$ cat src/rtl/irqc_pkg.sv
package irqc_pkg;

  // Register selector on the software port
  typedef enum logic {
    IRQC_SEL_MASK = 1'b0,
    IRQC_SEL_STAT = 1'b1
  } irqc_sel_e;

  // Number of lowest lines treated as non-maskable when that option is on
  localparam int IRQC_NMI_LINES = 2;

endpackage

$ cat src/rtl/irqc_rst_sync.sv
module irqc_rst_sync #(
  parameter int STAGES = 2
) (
  input  logic clk,
  input  logic rst_n,
  output logic rst_n_s
);

  logic [STAGES-1:0] sync_q;
  logic [STAGES-1:0] sync_d;

  always_comb begin
    sync_d = {sync_q[STAGES-2:0], 1'b1};
  end

  always_ff @(posedge clk or negedge rst_n) begin
    if (!rst_n) begin
      sync_q <= '0;
    end else begin
      sync_q <= sync_d;
    end
  end

  assign rst_n_s = sync_q[STAGES-1];

endmodule

$ cat src/rtl/irqc_detect.sv
module irqc_detect #(
  parameter int N_LINES = 32
) (
  input  logic               clk,
  input  logic               rst_n,
  input  logic [N_LINES-1:0] line_i,
  output logic [N_LINES-1:0] prev_o,
  output logic               wake_o
);

  logic [N_LINES-1:0] prev_q;
  logic               wake_q;
  logic               wake_d;
  logic               any_rise;

  always_comb begin
    any_rise = |(line_i & ~prev_q);
    wake_d   = any_rise;
  end

  always_ff @(posedge clk or negedge rst_n) begin
    if (!rst_n) begin
      prev_q <= '0;
      wake_q <= 1'b0;
    end else begin
      prev_q <= line_i;
      wake_q <= wake_d;
    end
  end

  assign prev_o = prev_q;
  assign wake_o = wake_q;


  wake_follow_chk: assert property (@(posedge clk) disable iff (!rst_n)
    (|(line_i & ~prev_o)) |=> wake_o);


  wake_single_chk: assert property (@(posedge clk) disable iff (!rst_n)
    (!(|(line_i & ~prev_o))) |=> !wake_o);

endmodule

$ cat src/rtl/irqc_regs.sv
module irqc_regs
  import irqc_pkg::*;
#(
  parameter int N_LINES   = 32,
  parameter bit EDGE_TRIG = 1'b1,
  parameter bit NMI_EN    = 1'b0
) (
  input  logic               clk,
  input  logic               rst_n,
  input  logic               we_i,
  input  logic               sel_i,
  input  logic [N_LINES-1:0] wdata_i,
  input  logic [N_LINES-1:0] line_i,
  input  logic [N_LINES-1:0] prev_i,
  output logic [N_LINES-1:0] mask_o,
  output logic [N_LINES-1:0] stat_o,
  output logic               drop_o
);

  localparam logic [N_LINES-1:0] FORCE_ON = NMI_EN ?
    {{(N_LINES-IRQC_NMI_LINES){1'b0}}, {IRQC_NMI_LINES{1'b1}}} : '0;

  logic [N_LINES-1:0] mask_q, mask_d;
  logic [N_LINES-1:0] stat_q, stat_d;
  logic [N_LINES-1:0] rise;
  logic               mask_we;
  logic               stat_we;
  irqc_sel_e          sel;

  assign sel     = irqc_sel_e'(sel_i);
  assign mask_we = we_i & (sel == IRQC_SEL_MASK);
  assign stat_we = we_i & (sel == IRQC_SEL_STAT);
  assign rise    = line_i & ~prev_i;

  // Mask next state: non-maskable positions are forced on
  always_comb begin
    mask_d = mask_q;
    if (mask_we) begin
      mask_d = wdata_i | FORCE_ON;
    end
  end

  // Status next state per line, variant chosen by trigger mode
  for (genvar i = 0; i < N_LINES; i++) begin : g_line
    logic kept;
    assign kept = stat_we ? (stat_q[i] & wdata_i[i]) : stat_q[i];
    if (EDGE_TRIG) begin : g_edge
      assign stat_d[i] = kept | rise[i];
    end else begin : g_level
      assign stat_d[i] = (stat_we ? kept : (kept | line_i[i])) & line_i[i];
    end
  end

  always_ff @(posedge clk or negedge rst_n) begin
    if (!rst_n) begin
      mask_q <= FORCE_ON;
    end else if (mask_we) begin
      mask_q <= mask_d;
    end
  end

  always_ff @(posedge clk or negedge rst_n) begin
    if (!rst_n) begin
      stat_q <= '0;
    end else begin
      stat_q <= stat_d;
    end
  end

  assign mask_o = mask_q;
  assign stat_o = stat_q;
  assign drop_o = |(rise & stat_q);

  if (NMI_EN) begin : g_nmi_chk

    nmi_mask_chk: assert property (@(posedge clk) disable iff (!rst_n)
      mask_o[IRQC_NMI_LINES-1:0] == {IRQC_NMI_LINES{1'b1}});
  end

  if (EDGE_TRIG) begin : g_edge_chk

    edge_hold_chk: assert property (@(posedge clk) disable iff (!rst_n)
      !(we_i && sel_i) |=> ((stat_o & $past(stat_o)) == $past(stat_o)));
  end else begin : g_level_chk

    level_clear_chk: assert property (@(posedge clk) disable iff (!rst_n)
      (stat_o & ~$past(line_i)) == '0);
  end

endmodule

$ cat src/rtl/irqc_req.sv
module irqc_req (
  input  logic clk,
  input  logic rst_n,
  input  logic pend_i,
  input  logic gie_i,
  input  logic boundary_i,
  output logic req_o
);

  logic req_q;
  logic req_d;

  always_comb begin
    req_d = req_q;
    if (boundary_i) begin
      req_d = gie_i & pend_i;
    end
  end

  always_ff @(posedge clk or negedge rst_n) begin
    if (!rst_n) begin
      req_q <= 1'b0;
    end else if (boundary_i) begin
      req_q <= req_d;
    end
  end

  assign req_o = req_q;


  req_hold_chk: assert property (@(posedge clk) disable iff (!rst_n)
    !boundary_i |=> $stable(req_o));


  req_gie_chk: assert property (@(posedge clk) disable iff (!rst_n)
    (boundary_i && !gie_i) |=> !req_o);

endmodule

$ cat src/rtl/irq_mask_ctl.sv
module irq_mask_ctl
  import irqc_pkg::*;
#(
  parameter int N_LINES   = 32,
  parameter bit EDGE_TRIG = 1'b1,
  parameter bit NMI_EN    = 1'b0,
  parameter bit CTRL_EN   = 1'b1
) (
  input  logic               clk,
  input  logic               rst_n,
  input  logic [N_LINES-1:0] irq_line,
  input  logic               gie,
  input  logic               insn_done,
  input  logic               reg_we,
  input  logic               reg_sel,
  input  logic [N_LINES-1:0] reg_wdata,
  output logic [N_LINES-1:0] reg_rdata,
  output logic               cpu_irq,
  output logic               irq_drop,
  output logic               wake_pulse,
  output logic               ctl_present
);

  logic               rst_n_s;
  logic [N_LINES-1:0] prev;
  logic [N_LINES-1:0] mask;
  logic [N_LINES-1:0] stat;
  logic               pend;

  irqc_rst_sync #(.STAGES(2)) u_rst (
    .clk     (clk),
    .rst_n   (rst_n),
    .rst_n_s (rst_n_s)
  );

  irqc_detect #(.N_LINES(N_LINES)) u_det (
    .clk    (clk),
    .rst_n  (rst_n_s),
    .line_i (irq_line),
    .prev_o (prev),
    .wake_o (wake_pulse)
  );

  if (CTRL_EN) begin : g_ctl
    irqc_regs #(
      .N_LINES   (N_LINES),
      .EDGE_TRIG (EDGE_TRIG),
      .NMI_EN    (NMI_EN)
    ) u_regs (
      .clk     (clk),
      .rst_n   (rst_n_s),
      .we_i    (reg_we),
      .sel_i   (reg_sel),
      .wdata_i (reg_wdata),
      .line_i  (irq_line),
      .prev_i  (prev),
      .mask_o  (mask),
      .stat_o  (stat),
      .drop_o  (irq_drop)
    );
    assign pend = |(mask & stat);
  end else begin : g_bypass
    assign mask     = '0;
    assign stat     = '0;
    assign irq_drop = 1'b0;
    assign pend     = |irq_line;
  end

  irqc_req u_req (
    .clk        (clk),
    .rst_n      (rst_n_s),
    .pend_i     (pend),
    .gie_i      (gie),
    .boundary_i (insn_done),
    .req_o      (cpu_irq)
  );

  always_comb begin
    reg_rdata = (irqc_sel_e'(reg_sel) == IRQC_SEL_STAT) ? stat : mask;
  end

  assign ctl_present = CTRL_EN;


  drop_needs_pend_chk: assert property (@(posedge clk) disable iff (!rst_n_s)
    irq_drop |-> (stat != '0));

endmodule

$ cat config.mk
export PLATFORM = sky130hd
export DESIGN_NAME = irq_mask_ctl
export DESIGN_NICKNAME = d
export VERILOG_FILES = /design/src/rtl/irqc_pkg.sv /design/src/rtl/irqc_rst_sync.sv /design/src/rtl/irqc_detect.sv /design/src/rtl/irqc_regs.sv /design/src/rtl/irqc_req.sv /design/src/rtl/irq_mask_ctl.sv
export SDC_FILE = /design/constraint.sdc
export NUM_CORES = 1
export LEC_CHECK = 0
export ABC_CLOCK_PERIOD_IN_PS = 3350
export BUFFER_PORTS_ARGS = -buffer_cell sky130_fd_sc_hd__buf_2
export CORE_MARGIN = 5
export CORE_UTILIZATION = 30
export DETAILED_ROUTE_END_ITERATION = 16
export GPL_TIMING_DRIVEN = 0
export HOLD_SLACK_MARGIN = 0.03
export PLACE_DENSITY = 0.47
export REMOVE_ABC_BUFFERS = 1
export SLEW_MARGIN = 5
export SYNTH_ARGS = -nofsm -noshare
export SYNTH_HDL_FRONTEND = slang
export SYNTH_SLANG_ARGS = --single-unit
$ cat constraint.sdc
create_clock -name clk -period 3.35 [get_ports clk]
set_input_delay 0.1675 -clock clk [delete_from_list [all_inputs] [get_ports clk]]
set_output_delay 0.1675 -clock clk [all_outputs]
set_load 0.05 [all_outputs]
==> results of run 1 <==
through the flow:
step	TNS [ps]	area, sq um
global placement	-115430	5020
finish	0	5740
floorplan	0	4270
global route	0	5740
CTS	0	5740
detailed placement	0	5080
placed cells by master, fill, tap and decap left out, types with 4 or more instances in the layout:
| master | n |
|---|---|
| a22oi_1 | 16 |
| buf_2 | 104 |
| clkbuf_16 | 9 |
| clkbuf_8 | 4 |
| dfrtp_1 | 99 |
| dlygate4sd3_1 | 34 |
| inv_1 | 22 |
| mux2_2 | 63 |
| nand2_1 | 29 |
| nand2b_1 | 28 |
| nand3b_1 | 16 |
| nand4_1 | 9 |
| nor2b_1 | 4 |
| o2111ai_1 | 5 |
| o21ai_0 | 37 |
cell usage after synthesis, drive strengths merged:
master	number	area, sq um
o221ai	2	17.5
nand3b	16	120
nor4b	1	8.76
conb	1	3.75
o22ai	1	6.26
mux2	64	721
buf	4	22.5
nand2	29	109
o2111ai	5	43.8
o21ai	37	185
nor2b	5	31.3
a32oi	1	8.76
or4	2	15.0
clkbuf	8	30.0
nand4	9	56.3
inv	22	82.6
a2111oi	3	26.3
o22a	1	8.76
nor4	1	6.26
a22oi	16	120
nand2b	28	175
o2111a	1	11.3
a2bb2oi	1	8.76
dfrtp	100	2500
layer usage:
layer	GRT usage (%)	vias up	routed length (microns)
met1	20.5	1594	5610
met4	3.97	0	154
met2	25.5	76	6150
li1	-	1550	-
met3	3.52	12	657
met5	0	-	0
critical path, delay by kind of cell:
family / cells / cell delay (ps)
buf+inv: 3 / 890
compound gates: 1 / 170
simple gates: 3 / 1260
where the power goes:
part / internal (mW) / switching [mW]
registers: 1.33 / 0.102
clock network: 0.660 / 0.458
logic: 0.269 / 0.441
total: 2.26 / 1.00
state kept, by name (all words and copies together) (netlist names):
name / count
g_ctl.u_regs.mask_o: 32
g_ctl.u_regs.stat_o: 32
u_det.prev_o: 32
u_det.wake_o: 1
u_req.req_o: 1
u_rst.sync_q: 2
repair_timing:
action	4_1_cts	5_1_grt
setup buffers	0	0
hold buffers	34	0
endpoints found under the hold margin	35	0
endpoints found under the setup margin	0	0
worst paths after layout:
| kind | end | start | cells past startpoint | slack, ps |
|---|---|---|---|---|
| worst min register to register | u_det.prev_o[26]$_DFF_PN0_ | u_rst.sync_q[1]$_DFF_PN0_ | 0 | 340 |
| worst max-delay path | irq_drop | irq_line[12] | 7 | 680 |
| worst max register to register | u_det.wake_o$_DFF_PN0_ | u_det.prev_o[29]$_DFF_PN0_ | 4 | 1800 |
| worst min-delay path | g_ctl.u_regs.mask_o[7]$_DFFE_PN0P_ | reg_wdata[7] | 2 | 60 |
| min in group asynchronous | u_rst.sync_q[0]$_DFF_PN0_ | rst_n | 2 | 130 |
| max in group asynchronous | g_ctl.u_regs.mask_o[8]$_DFFE_PN0P_ | u_rst.sync_q[1]$_DFF_PN0_ | 1 | 2330 |
layout make-up:
| type | instances | area, sq um |
|---|---|---|
| fill | 1377 | 8250 |
| clock inverter | 3 | 42.5 |
| timing repair buffer | 140 | 908 |
| multi-input combinational | 225 | 1690 |
| tap | 180 | 225 |
| clock buffer | 13 | 280 |
| inverter | 22 | 82.6 |
| sequential | 100 | 2510 |
cells by family after synthesis:
group	share of synthesized area, %
flops	57.9
other cells	0.0868
simple gates	12.1
mux	16.7
buf+inv	3.13
compound gates	10.1
==> qor.yml, run 1 <==
placement:
  dp_hpwl_microns: 9190
  dp.cells: 633
  pre_cts_ws_ps: 620
  place_congestion: 0.782
  portBuffers: 104
global_route:
  grtUsageTotal_pct: 15.4
  grt_overflow: 0
  grt_pass1_wl_microns: 19400
  grt_antenna_before_repair: 0
  grt_pass1_vias: 3422
  grt_max_degree: 58
floorplan:
  initial_core_util_pct: 30.9
  dieHeight_microns: 130
  core-area_sq_um: 14000
  die_x_microns: 130
  die-area_sq_um: 16900
  ios: 106
  rows: 43
timing:
  hold_slack_ps: 64.4
  rsz0062_at_grt: "false"
  fin_skew_ps: 6.65
  finalSetupViolations: 0
  layout_setup_ws_ps: 677
  worst_pin_slew_ps: 1250
  slew_headroom_pct: 16.8
  min_period_over_period_pct: 79.8
  fmax_ghz: 0.374
  slew_viol_final: 0
  period_minus_slack_ps: 2670
  finalHoldViolations: 0
clock_network:
  cts_buffers: 9
  root_buffer: "clkbuf_16"
  h-tree-depth: 3
  clkSinkCount: 100
  cts_tree: "yes"
  clk_pin_slew_ps: 70
  cts.path.max_buffers: 2
  clock_latency_ps: 340
  cts-resized-gates: 0
worst_setup_path:
  slowest_stage: "or4_1"
  cp-start-kind: "input pin"
  crit_chain: "dlygate4sd3_1 -> buf_2 -> nand2b_1 -> o2111ai_1 -> or4_1 -> or4_1 -> buf_2"
  crit_type: "in -> out"
  arrival_ps: 2510
  cpPeakStageDelay_ps: 560
  cp_max_fo: 3
  cp.required_ps: 3180
  worstSetupEndpointType: "output port"
drt:
  ant_nets: 0
  vias: 3232
  drtIter0Drc: 133
  first_pass_iters: 6
  drc_errors: 0
  routed_wl_microns: 12600
  wl_per_cell_microns: 18.4
  routed_via_density: 4.73
logic_synthesis:
  syn-cell-area_sq_um: 4320
  synthDistinctLibCells: 26
  synth_seq_cells: 100
  ys_seq_area_share_pct: 57.9
  syn_avg_cell_area_sq_um: 12.1
  ys_warn_count: 0
  synthCells: 358
power_and_ir_drop:
  leakage_nw: 2.55
  p_total_mw: 3.26
  power_density_nw_per_um2: 568
  vdd_drop_max_uv: 242
cells_and_area:
  final_layout_size_suffix_gt1_share_pct: 37.2
  fin_util_pct: 41.0
  nNetsFinal: 568
  n_antenna_cell: 0
  fin_cells: 683
  area_growth_pct: 32.8
run:
  drv_cap: 0
status:
  status: "completed"
worst_hold_path:
  min_path_type: "in -> reg"
No activity file was read; power rests on OpenSTA's default activity.
==> run 2, diff against run 1 <==
--- a/config.mk
+++ b/config.mk
@@ -5,14 +5,14 @@
 export SDC_FILE = /design/constraint.sdc
 export NUM_CORES = 1
 export LEC_CHECK = 0
-export ABC_CLOCK_PERIOD_IN_PS = 3350
+export ABC_CLOCK_PERIOD_IN_PS = 2400
 export BUFFER_PORTS_ARGS = -buffer_cell sky130_fd_sc_hd__buf_2
 export CORE_MARGIN = 5
 export CORE_UTILIZATION = 30
 export DETAILED_ROUTE_END_ITERATION = 16
 export GPL_TIMING_DRIVEN = 0
 export HOLD_SLACK_MARGIN = 0.03
-export PLACE_DENSITY = 0.47
+export PLACE_DENSITY = 0.49
 export REMOVE_ABC_BUFFERS = 1
 export SLEW_MARGIN = 5
 export SYNTH_ARGS = -nofsm -noshare
==> constraint.sdc (replaced) <==
create_clock -name clk -period 2.4 [get_ports clk]
set_input_delay 0.12 -clock clk [delete_from_list [all_inputs] [get_ports clk]]
set_output_delay 0.12 -clock clk [all_outputs]
set_load 0.05 [all_outputs]
==> run 2 against run 1 <==
  * Setup slack worse by 610 ps
  * Sequential cell count unchanged
  * Largest power group unchanged
  * Clock power up 38%
  * Final area up 5.1%
  * Clock skew up 0.69 ps
==> qor.yml, run 2 (synthesis gave the netlist of run 1 again) <==
status:
  status: "completed"
floorplan:
  die_x_microns: 130
  rows: 43
  ios: 106
  dieHeight_microns: 130
  core-area_sq_um: 14000
  initial_core_util_pct: 30.9
  die-area_sq_um: 16900
clock_network:
  clkSinkCount: 100
  clk_pin_slew_ps: 70
  root_buffer: "clkbuf_16"
  cts_buffers: 9
  cts.path.max_buffers: 2
  cts_tree: "yes"
  h-tree-depth: 3
  clock_latency_ps: 340
drt:
  drtIter0Drc: 144
  routed_wl_microns: 12600
  first_pass_iters: 4
  wl_per_cell_microns: 17.8
  ant_nets: 0
  drc_errors: 0
  routed_via_density: 4.72
  vias: 3339
timing:
  finalSetupViolations: 0
  rsz0062_at_grt: "false"
  fin_skew_ps: 7.35
  slew_viol_final: 0
  worst_pin_slew_ps: 956
  slew_headroom_pct: 36.3
  period_minus_slack_ps: 2330
  finalHoldViolations: 0
  fmax_ghz: 0.429
  min_period_over_period_pct: 97.2
worst_setup_path:
  rrSetupSlack_ps: 860
  slowest_stage: "dlygate4sd3_1"
  crit_type: "in -> out"
  path_buf_inv: 3
  crit_chain: "dlygate4sd3_1 -> buf_2 -> nand3b_1 -> o2111ai_2 -> or4_4 -> or4_4 -> buf_8"
  worstSetupEndpointType: "output port"
  r2r_cells: 4
  cp-start-kind: "input pin"
  cp.depth: 7
  r2r-end: "u_req.req_o$_DFFE_PN0P_"
  arrival_ps: 2210
  cpPeakStageDelay_ps: 550
  cp.required_ps: 2280
  cp_max_fo: 4
  r2r_start: "g_ctl.u_regs.stat_o[4]$_DFF_PN0_"
  worst_path_dominant_cell_family: "simple AND/OR/NAND/NOR gates"
  path_common_cell: "or4_4"
cells_and_area:
  area_growth_pct: 39.6
  nNetsFinal: 592
  fill_cells: 1369
  most-common-layout-cells: "103 x buf_2, 99 x dfrtp_1, 63 x mux2_2"
  n_antenna_cell: 0
  fin_util_pct: 43.1
  final_layout_size_suffix_gt1_share_pct: 36.8
  layout_commonest_cell: "buf_2"
  fin_cells: 707
placement:
  portBuffers: 104
  dp.cells: 633
  place_congestion: 0.776
  dp_hpwl_microns: 9340
global_route:
  grt_antenna_before_repair: 0
  grt_overflow: 0
  grt_pass1_vias: 3587
  grt_pass1_wl_microns: 19800
  grtUsageTotal_pct: 15.4
  grt_max_degree: 57
worst_hold_path:
  min_from: "reg_wdata[20]"
  min_to: "g_ctl.u_regs.mask_o[20]$_DFFE_PN0P_"
  whs_path_depth: 2
  min_path_type: "in -> reg"
power_and_ir_drop:
  leakage_nw: 2.68
  vdd_drop_max_uv: 441
  power_density_nw_per_um2: 761
run:
  drv_cap: 0
==> run 2: worst register-to-register path, delay by kind of cell (launching register included) <==
kind            cells  cell delay [ps]
compound gates      2              500
simple gates        2              510
flops               1              400
==> run 2: cell type report <==
cell class | count | area [sq um] | area share [%]
clock buffers | 12 | 246 | 4.09
clock inverters | 4 | 72.6 | 1.20
well taps | 180 | 225 | 3.73
multi-input cells | 225 | 1730 | 28.7
inverters | 22 | 82.6 | 1.37
flip-flops and latches | 100 | 2510 | 41.5
repair buffers | 164 | 1170 | 19.3
==> run 2: worst max path at each step <==
stage,startpoint,end,slack (ps)
after floorplan,u_rst.sync_q[1]$_DFF_PN0_,g_ctl.u_regs.mask_o[0]$_DFFE_PN0P_,-590
after global placement,u_rst.sync_q[1]$_DFF_PN0_,g_ctl.u_regs.mask_o[18]$_DFFE_PN0P_,-1880
after detailed placement,reg_sel,g_ctl.u_regs.stat_o[9]$_DFF_PN0_,-300
after CTS,irq_line[15],irq_drop,10
after global routing,irq_line[16],irq_drop,10
final,irq_line[16],irq_drop,70
==> run 2: what timing repair did <==
item                       CTS  global route
hold endpoints to repair    68             1
setup endpoints to repair    1             1
pin swaps                    3             1
setup buffers                1             0
hold buffers                56             1
gates resized for setup      6             5
gates cloned                 0             0
==> run 2: metal layers <==
metal,routed length [microns],global-route usage [%],vias to the layer above
met5,0,0,-
met2,5860,24.8,88
met1,5880,21.2,1635
li1,-,-,1605
met3,690,3.77,11
met4,131,3.42,0
==> run 2: through the flow <==
stage	total power, mW	instance area, sq um	setup TNS (ps)	hold slack, ps	setup slack, ps
after floorplan	2.67	4270	-58000	-176	-592
after global placement	2.97	5020	-235480	-95.0	-1880
after detailed placement	3.00	5080	-8050	-92.8	-300
after CTS	4.65	5990	0	31.5	12.7
after global routing	4.81	6030	0	33.1	14.4
final	4.59	6030	0	48.3	67.4
==> run 2: where the power goes <==
group	switching, mW	internal (mW)	leakage, nW	total [mW]
logic	0.622	0.410	1.40	1.03
registers	0.149	1.86	1.13	2.01
clock network	0.607	0.942	0.153	1.55
total	1.38	3.21	2.68	4.59
